[src/rtl/scan_pkg.sv]
// Package: shared constants and types for the PHY register scanner.
// Assumes a 32-entry, 16-bit management register space.
package scan_pkg;
    localparam int STATUS_REG = 1;   // basic status register number
    localparam int LINK_BIT   = 2;   // link-up flag position
    localparam int AN_BIT     = 5;   // auto-negotiation-complete position

    typedef enum logic [1:0] {
        SEQ_IDLE  = 2'd0,
        SEQ_ISSUE = 2'd1,
        SEQ_WAIT  = 2'd2
    } seq_state_t;
endpackage

[src/rtl/scan_interval_timer.sv]
// Module: free-running interval timer that emits a sweep start when it is at zero.
// Assumes PERIOD >= 2; the first start occurs in the first cycle after reset.
module scan_interval_timer #(
    parameter int PERIOD = 75_000_000
) (
    input  logic clk,
    input  logic rst_n,
    output logic sweep_start
);
    localparam int CW = (PERIOD > 1) ? $clog2(PERIOD) : 1;

    logic [CW-1:0] cnt;

    // Count 0..PERIOD-1 and wrap.
    always_ff @(posedge clk) begin
        if (!rst_n)
            cnt <= '0;
        else if (cnt == CW'(PERIOD - 1))
            cnt <= '0;
        else
            cnt <= cnt + 1'b1;
    end

    assign sweep_start = (cnt == '0);

    p_wrap_start_r2: assert property (@(posedge clk) disable iff (!rst_n)
        (cnt == CW'(PERIOD - 1)) |=> sweep_start);
endmodule

[src/rtl/scan_sequencer.sv]
// Module: steps through the register numbers, one outstanding read at a time.
// Assumes rd_ready arrives at least one cycle after rd_req; ready while idle is ignored.
module scan_sequencer
    import scan_pkg::*;
#(
    parameter int NREG = 32,
    parameter int AW   = 5,
    parameter int DW   = 16
) (
    input  logic          clk,
    input  logic          rst_n,
    input  logic          sweep_start,
    input  logic          tick,
    input  logic [4:0]    phy_addr,
    input  logic          rd_ready,
    input  logic [DW-1:0] rd_data,
    output logic          rd_req,
    output logic [4:0]    rd_phy,
    output logic [AW-1:0] rd_reg,
    output logic          wr_en,
    output logic [AW-1:0] wr_idx,
    output logic [DW-1:0] wr_data
);
    seq_state_t    state;
    logic [AW-1:0] idx;

    // Sweep state machine: idle -> issue on tick -> wait for ready -> next.
    always_ff @(posedge clk) begin
        if (!rst_n) begin
            state  <= SEQ_IDLE;
            idx    <= '0;
            rd_req <= 1'b0;
            rd_reg <= '0;
            rd_phy <= '0;
        end else begin
            rd_req <= 1'b0;
            case (state)
                SEQ_IDLE: begin
                    if (sweep_start) begin
                        idx   <= '0;
                        state <= SEQ_ISSUE;
                    end
                end
                SEQ_ISSUE: begin
                    if (tick) begin
                        rd_req <= 1'b1;
                        rd_reg <= idx;
                        rd_phy <= phy_addr;
                        state  <= SEQ_WAIT;
                    end
                end
                SEQ_WAIT: begin
                    if (rd_ready) begin
                        if (idx == AW'(NREG - 1)) begin
                            state <= SEQ_IDLE;
                        end else begin
                            idx   <= idx + 1'b1;
                            state <= SEQ_ISSUE;
                        end
                    end
                end
                default: state <= SEQ_IDLE;
            endcase
        end
    end

    // Store strobe toward the shadow array, only for an outstanding read.
    assign wr_en   = (state == SEQ_WAIT) && rd_ready;
    assign wr_idx  = idx;
    assign wr_data = rd_data;

    p_req_pulse_r3: assert property (@(posedge clk) disable iff (!rst_n)
        rd_req |=> !rd_req);
    p_req_after_tick_r3: assert property (@(posedge clk) disable iff (!rst_n)
        $rose(rd_req) |-> $past(tick));
    p_req_phy_r4: assert property (@(posedge clk) disable iff (!rst_n)
        $rose(rd_req) |-> (rd_phy == $past(phy_addr)));
    p_store_index_r5: assert property (@(posedge clk) disable iff (!rst_n)
        wr_en |-> (wr_idx == rd_reg));
    p_reset_quiet_r1: assert property (@(posedge clk)
        !rst_n |=> !rd_req);
endmodule

[src/rtl/scan_shadow_regs.sv]
// Module: shadow copy of the PHY register space with one combinational read port.
// Assumes a single write per cycle; entries clear to zero on reset.
module scan_shadow_regs #(
    parameter int NREG = 32,
    parameter int AW   = 5,
    parameter int DW   = 16
) (
    input  logic          clk,
    input  logic          rst_n,
    input  logic          wr_en,
    input  logic [AW-1:0] wr_idx,
    input  logic [DW-1:0] wr_data,
    input  logic [AW-1:0] rd_addr,
    output logic [DW-1:0] rd_dout
);
    logic [DW-1:0] mem [NREG];

    // Clear on reset, otherwise store the returned read.
    always_ff @(posedge clk) begin
        if (!rst_n) begin
            for (int i = 0; i < NREG; i++) mem[i] <= '0;
        end else if (wr_en) begin
            mem[wr_idx] <= wr_data;
        end
    end

    assign rd_dout = mem[rd_addr];

    p_store_lands_r5: assert property (@(posedge clk) disable iff (!rst_n)
        wr_en |=> (mem[$past(wr_idx)] == $past(wr_data)));
endmodule

[src/rtl/scan_status_decode.sv]
// Module: extracts link and auto-negotiation flags from the status register
// and pulses on any flag change. Assumes writes arrive via the shadow strobe.
module scan_status_decode
    import scan_pkg::*;
#(
    parameter int AW = 5,
    parameter int DW = 16
) (
    input  logic          clk,
    input  logic          rst_n,
    input  logic          wr_en,
    input  logic [AW-1:0] wr_idx,
    input  logic [DW-1:0] wr_data,
    output logic          link_up,
    output logic          an_done,
    output logic          status_chg
);
    logic hit;
    assign hit = wr_en && (wr_idx == AW'(STATUS_REG));

    // Capture flags from register 1 and flag any difference.
    always_ff @(posedge clk) begin
        if (!rst_n) begin
            link_up    <= 1'b0;
            an_done    <= 1'b0;
            status_chg <= 1'b0;
        end else begin
            status_chg <= 1'b0;
            if (hit) begin
                link_up    <= wr_data[LINK_BIT];
                an_done    <= wr_data[AN_BIT];
                status_chg <= (wr_data[LINK_BIT] != link_up) ||
                              (wr_data[AN_BIT]   != an_done);
            end
        end
    end

    p_flags_hold_r7: assert property (@(posedge clk) disable iff (!rst_n)
        !hit |=> ($stable(link_up) && $stable(an_done)));
    p_chg_real_r8: assert property (@(posedge clk) disable iff (!rst_n)
        status_chg |-> ((link_up != $past(link_up)) || (an_done != $past(an_done))));
    p_chg_pulse_r8: assert property (@(posedge clk) disable iff (!rst_n)
        status_chg |=> !status_chg);
endmodule

[src/rtl/phy_scan_monitor.sv]
// Module: top of the PHY register scanner and link monitor. Sweeps all
// registers of one PHY at a fixed interval through an external MDIO master.
// Assumes the master answers every request with exactly one rd_ready pulse.
module phy_scan_monitor #(
    parameter int NREG         = 32,
    parameter int DW           = 16,
    parameter int SWEEP_CYCLES = 75_000_000
) (
    input  logic          clk,
    input  logic          rst_n,
    input  logic          tick,
    input  logic [4:0]    phy_addr,
    input  logic          rd_ready,
    input  logic [DW-1:0] rd_data,
    output logic          rd_req,
    output logic [4:0]    rd_phy,
    output logic [4:0]    rd_reg,
    input  logic [4:0]    sh_addr,
    output logic [DW-1:0] sh_data,
    output logic          link_up,
    output logic          an_done,
    output logic          status_chg
);
    localparam int AW = 5;

    logic          sweep_start;
    logic          wr_en;
    logic [AW-1:0] wr_idx;
    logic [DW-1:0] wr_data;

    scan_interval_timer #(.PERIOD(SWEEP_CYCLES)) u_timer (
        .clk(clk), .rst_n(rst_n), .sweep_start(sweep_start)
    );

    scan_sequencer #(.NREG(NREG), .AW(AW), .DW(DW)) u_seq (
        .clk(clk), .rst_n(rst_n), .sweep_start(sweep_start), .tick(tick),
        .phy_addr(phy_addr), .rd_ready(rd_ready), .rd_data(rd_data),
        .rd_req(rd_req), .rd_phy(rd_phy), .rd_reg(rd_reg),
        .wr_en(wr_en), .wr_idx(wr_idx), .wr_data(wr_data)
    );

    scan_shadow_regs #(.NREG(NREG), .AW(AW), .DW(DW)) u_shadow (
        .clk(clk), .rst_n(rst_n), .wr_en(wr_en), .wr_idx(wr_idx),
        .wr_data(wr_data), .rd_addr(sh_addr), .rd_dout(sh_data)
    );

    scan_status_decode #(.AW(AW), .DW(DW)) u_status (
        .clk(clk), .rst_n(rst_n), .wr_en(wr_en), .wr_idx(wr_idx),
        .wr_data(wr_data), .link_up(link_up), .an_done(an_done),
        .status_chg(status_chg)
    );

    p_reset_flags_r1: assert property (@(posedge clk)
        !rst_n |=> (!link_up && !an_done && !status_chg));
endmodule

[config.mk]
export PLATFORM = sky130hd
export DESIGN_NAME = phy_scan_monitor
export DESIGN_NICKNAME = d
export VERILOG_FILES = /design/src/rtl/scan_pkg.sv /design/src/rtl/scan_interval_timer.sv /design/src/rtl/scan_sequencer.sv /design/src/rtl/scan_shadow_regs.sv /design/src/rtl/scan_status_decode.sv /design/src/rtl/phy_scan_monitor.sv
export SDC_FILE = /design/constraint.sdc
export NUM_CORES = 1
export LEC_CHECK = 0
export ABC_AREA = 1
export CORE_MARGIN = 3
export CORE_UTILIZATION = 52
export CTS_CLUSTER_SIZE = 8
export DETAILED_ROUTE_END_ITERATION = 8
export PLACE_DENSITY_LB_ADDON = 0.2
export SLEW_MARGIN = 30
export SYNTH_ARGS = -nofsm -noshare
export SYNTH_HDL_FRONTEND = slang
export SYNTH_SLANG_ARGS = --single-unit
[constraint.sdc]
create_clock -name clk -period 3.15 [get_ports clk]
set_clock_uncertainty 0.1 [all_clocks]
set_input_delay 0.4725 -clock clk [delete_from_list [all_inputs] [get_ports clk]]
set_output_delay 0.4725 -clock clk [all_outputs]
set_load 0.05 [all_outputs]
After elaboration in Yosys (flattened, before gate mapping) --
Memory sizes are Yosys's and may differ from the RTL's. Index checks and enable logic that the tools add are counted.
Operators by class: add/subtract/negate cells 2, bitwise gates (word level) 1, reductions and logical operators 13, equality and inequality tests 11, mux-type cells 17
Operator list (count):
- adder 27 x 1 -> 27 bit, second input constant | 1
- equality test 27 bit, second input constant | 1
- zero test 27 bit | 1
- 2-to-1 mux 5 bit | 4
- 2-to-1 mux 16 bit | 1
- OR reduction 16 bit | 1
- one-hot mux 5 bit (2 select lines) | 1
- != test 2 bit, second input constant | 4
- 2-to-1 mux 1 bit | 7
- 2-to-1 mux 2 bit | 3
- one-hot mux 2 bit (3 select lines) | 1
- AND reduction 2 bit | 3
- adder 5 x 1 -> 5 bit, second input constant | 1
- equality test 5 x 1 -> 1 bit, second input constant | 1
- equality test 5 bit, second input constant | 1
- AND reduction 4 bit | 1
- AND reduction 3 bit | 1
- equality test 2 x 1 -> 1 bit, second input constant | 1
- equality test 2 bit, second input constant | 1
- logical AND 1 bit | 2
- zero test 2 bit | 1
- != test 1 bit | 2
- nonzero test 2 bit | 1
- OR reduction 2 bit | 1
- other kinds (2) | 2
Word-level totals: logic and storage cells 54, bits of input ports 30, memories kept 1, flip-flop bits (word level) 48, bits in writable memories 512
Memories:
- u_shadow.mem | depth 32, bits a word 16, read ports 1, clocked after Yosys merged registers in 0, write ports 32, line scan_shadow_regs.sv:16 | logic [DW-1:0] mem [NREG];

Logic depth before layout (Yosys ltp) --
depth after elaboration 7, gate-level depth with buffers 12, depth with buffers taken out 10

Hierarchy --
From an unflattened synthesis, not the netlist that was laid out.
Unflattened totals: cell total of the unflattened synthesis 2823, area, all modules 26138.8 um^2
By module, submodules not included:
- scan_shadow_regs | area an instance 23337.4 um^2, sequential area each 15374.7 um^2, instances 1, cells each 2423
- scan_interval_timer | area an instance 1607.8 um^2, sequential area each 540.5 um^2, instances 1, cells each 252
- scan_sequencer | area an instance 994.7 um^2, sequential area each 360.3 um^2, instances 1, cells each 115
- scan_status_decode | area an instance 198.9 um^2, sequential area each 60.1 um^2, instances 1, cells each 33

Worst setup path after synthesis --
No wires, ideal clock.
kind input to output, from in sh_addr[0], to out sh_data[12], data required time 2.577 ns, slack 0.694 ns, cell stages on the path 10, arrival time 1.884 ns, cells stage by stage clkbuf_1 > inv_1 > buf_2 > clkbuf_1 > nand2_1 > nand3_1 > nand3_1 > a21oi_1 > o21ai_0 > nand2_1
Between the ends: word-level cells in the longest chain between the ends 1
RTL lines:
- start, declared | line phy_scan_monitor.sv:18 | input logic [4:0] sh_addr,
- memory read (32 x 16 bit)
- end, declared | line phy_scan_monitor.sv:19 | output logic [DW-1:0] sh_data,
Every way passes these cells.

Worst setup path after layout --
from in sh_addr[3], to out sh_data[9]
The elaborated chain is that of the path after synthesis.

==> results.toml <==
[logic_synthesis]
syn_nets = 2750
post-synth-top-area-fraction_pct = 60.1
synth_edf_count = 512
ys_warn_count = 0
synth_cells = 2713
ys_seq_elements = 560
dominantRegCellSynth = "edfxtp_1"
yosys.area.top_type = "edfxtp_1"
avgSynthCellArea_um2 = 9.43
synth_area_leaders = "edfxtp_1 60%, nand2_1 11%, nor2_1 8.2%, nand3_1 8.0%, dfxtp_1 3.8%"
yosysSeqAreaShare_pct = 63.9
synthDistinctLibCells = 31
async_flop_share_pct = 0
synthesis.area_mm2 = 0.0256

[clocking]
numClockSinks = 560
clkTransAtPathRegs_ns = 0.05
cts_root_buf = "clkbuf_16"
cts_tree = "yes"
clk_latency_ns = 0.61
cts_buffers = 79
cts_hold_buf = 0
post-cts-setup-buffers = 0
htree_num_levels = 3
cts.repair.resized = 0
clock_path_buffers = 3

[timing]
worstMarginPinSlew_ns = 0.766
fin_crit_ns = 2.84
rsz0062_at_grt = "no"
max_slew_margin_pct = 48.5
setup_viol = 0
setup_ws_ns = 0.311
final_max_slew_viol_count = 0
min_period_over_period_pct = 90.1
fin_tns_setup_ns = 0
clock.fmax_mhz = 352
hold_violations = 0

[global_routing]
grt_max_degree = 75
antenna_found_initial = 0
globalRoute.totalOverflow = 0
grt_pass1_vias = 19600
grt_usage_pct = 27.3
grt_pass1_wl_um = 111000

[floorplan]
start_util_pct = 53.1
die_w_um = 228
boundaryPins = 60
core_region_area_mm2 = 0.0481
die-area_mm2 = 0.0519
num_rows = 80
die_y_um = 228

[run_status]
run_status = "finished clean"

[detailed_routing]
vias = 19700
ant_nets = 0
avgRoutedWirePerCell_um = 20.6
viasPerCell = 5.67
dr.first_iter.drc_count = 2352
routed_wl_um = 71500
route.detailed.drc = 0
drt-pass1-iter-count = 6

[setup_path]
crit_path_max_incr_delay_ns = 0.50
cp-start-kind = "input pin"
cp_common_cell = "nand2_1"
required_ns = 2.58
path_cells = "clkdlybuf4s50_1 -> inv_1 -> buf_4 -> buf_4 -> nand2_1 -> nand2_1 -> nand2_1 -> nand2_1 -> buf_12"
cp_max_fo = 26
endpoint_kind = "primary output"
worstPathArrival_ns = 2.27
crit_type = "input pin to primary output"
rrSetupSlack_ns = 0.86
cp_slowest_cell = "clkdlybuf4s50_1"

[finish]
largest_register = "u_shadow.mem"
multiInputGateArea_mm2 = 0.00807
nNetsFinal = 2824
drive_above_1_share_pct = 10.7
nFillCells = 3947
seq_area_mm2 = 0.0163
area_growth_pct = 16.2
largest_reg_flops = 512
top_regs = "u_shadow.mem x512, u_timer.cnt x27"

[flow_run]
cap_violations = 0

[placed_design]
port_buffers = 59
pre_cts_ws_ns = 0.352
gp_congestion = 0.896
place_hpwl_um = 44000

[pwr]
power_leakage_uw = 0.0118
power_density_mw_per_mm2 = 600
vdd_drop_max_uv = 408

[worst_hold_path]
hp-class = "flip-flop to flip-flop"
-- cell usage after synthesis (all sizes together), types with 2 or more instances --
library cell	number
clkbuf	134
nand3	407
nor2	583
o22ai	2
edfxtp	512
clkinv	2
nand2	756
nor3	13
or2	2
dfxtp	48
o21ai	30
ha	7
nand4	7
xnor2	5
buf	64
xor2	9
nand3b	4
a21oi	58
inv	67
-- area by class of cell --
class | instances | area share, %
Tap cell | 656 | 2.76
Multi-Input combinational cell | 1886 | 27.2
Inverter | 69 | 0.905
Clock buffer | 111 | 7.27
Timing Repair Buffer | 191 | 6.80
Sequential cell | 560 | 55.0
Clock inverter | 3 | 0.114
Antenna cell | 1 | 0.00842
-- logic make-up after synthesis --
group	after synthesis	synth area share (%)
AND/OR/NAND/NOR	1773	28.9
flip-flops	560	63.9
buffers and inverters	267	4.57
AO/OA/AOI/OAI	92	1.85
XOR/XNOR	14	0.479
adder cells (fa/ha/maj)	7	0.342
-- stage by stage --
stage               instance area (µm²)  hold slack [ns]  util (%)  instances  power (µW)
floorplan                         25600            0.330         -       2713        9530
global placement                  27500            0.336      57.1       3362       10200
detailed placement                27500            0.340      57.1       3362       10300
CTS                               29700            0.346      61.7       3476       17900
global route                      29700            0.374      61.7       3476       18400
finish                            29700            0.343      61.7       3477       17800
-- final timing paths --
check | startpoint | cells past startpoint | endpoint
worst min-delay path | u_seq.rd_phy[4] | 2 | u_seq.rd_phy[4]
worst min register to register | u_seq.rd_phy[4] | 2 | u_seq.rd_phy[4]
worst max register to register | u_seq.state[0] | 9 | u_shadow.mem[17][3]
worst max-delay path | sh_addr[3] | 9 | sh_data[9]
-- cell usage in the layout, fill, tap and decap left out, drive strengths merged --
cell type,count
nand2,756
nor2,583
edfxtp,512
nand3,407
buf,151
clkbuf,112
inv,69
a21oi,58
dfxtp,48
clkdlybuf4s50,39
o21ai,30
nor3,13
xor2,9
nand4,7
ha,7
xnor2,5
nand3b,4
clkinv,3
o22ai,2
or2,2
diode,1
o31ai,1
and3,1
a41oi,1
-- report_power, final --
group / leakage (µW) / switching, µW / internal (µW)
clock network: 0.00106 / 2990 / 4680
registers: 0.00568 / 105 / 8360
logic: 0.00510 / 1180 / 514
total: 0.0118 / 4270 / 13600
-- worst max-delay path, delay by kind of cell --
| family | cells | cell delay, ns |
|---|---|---|
| simple gates | 4 | 0.47 |
| buf+inv | 5 | 1.30 |
-- per-layer routing --
metal	vias up	GRT usage, %	part of all wire (%)
li1	9155	-	-
met1	9394	36.7	40
met2	990	43.6	47
met3	191	4.79	9.0
met4	0	12.1	4.3
met5	-	0	0
Power figures use the tool's default switching activity.
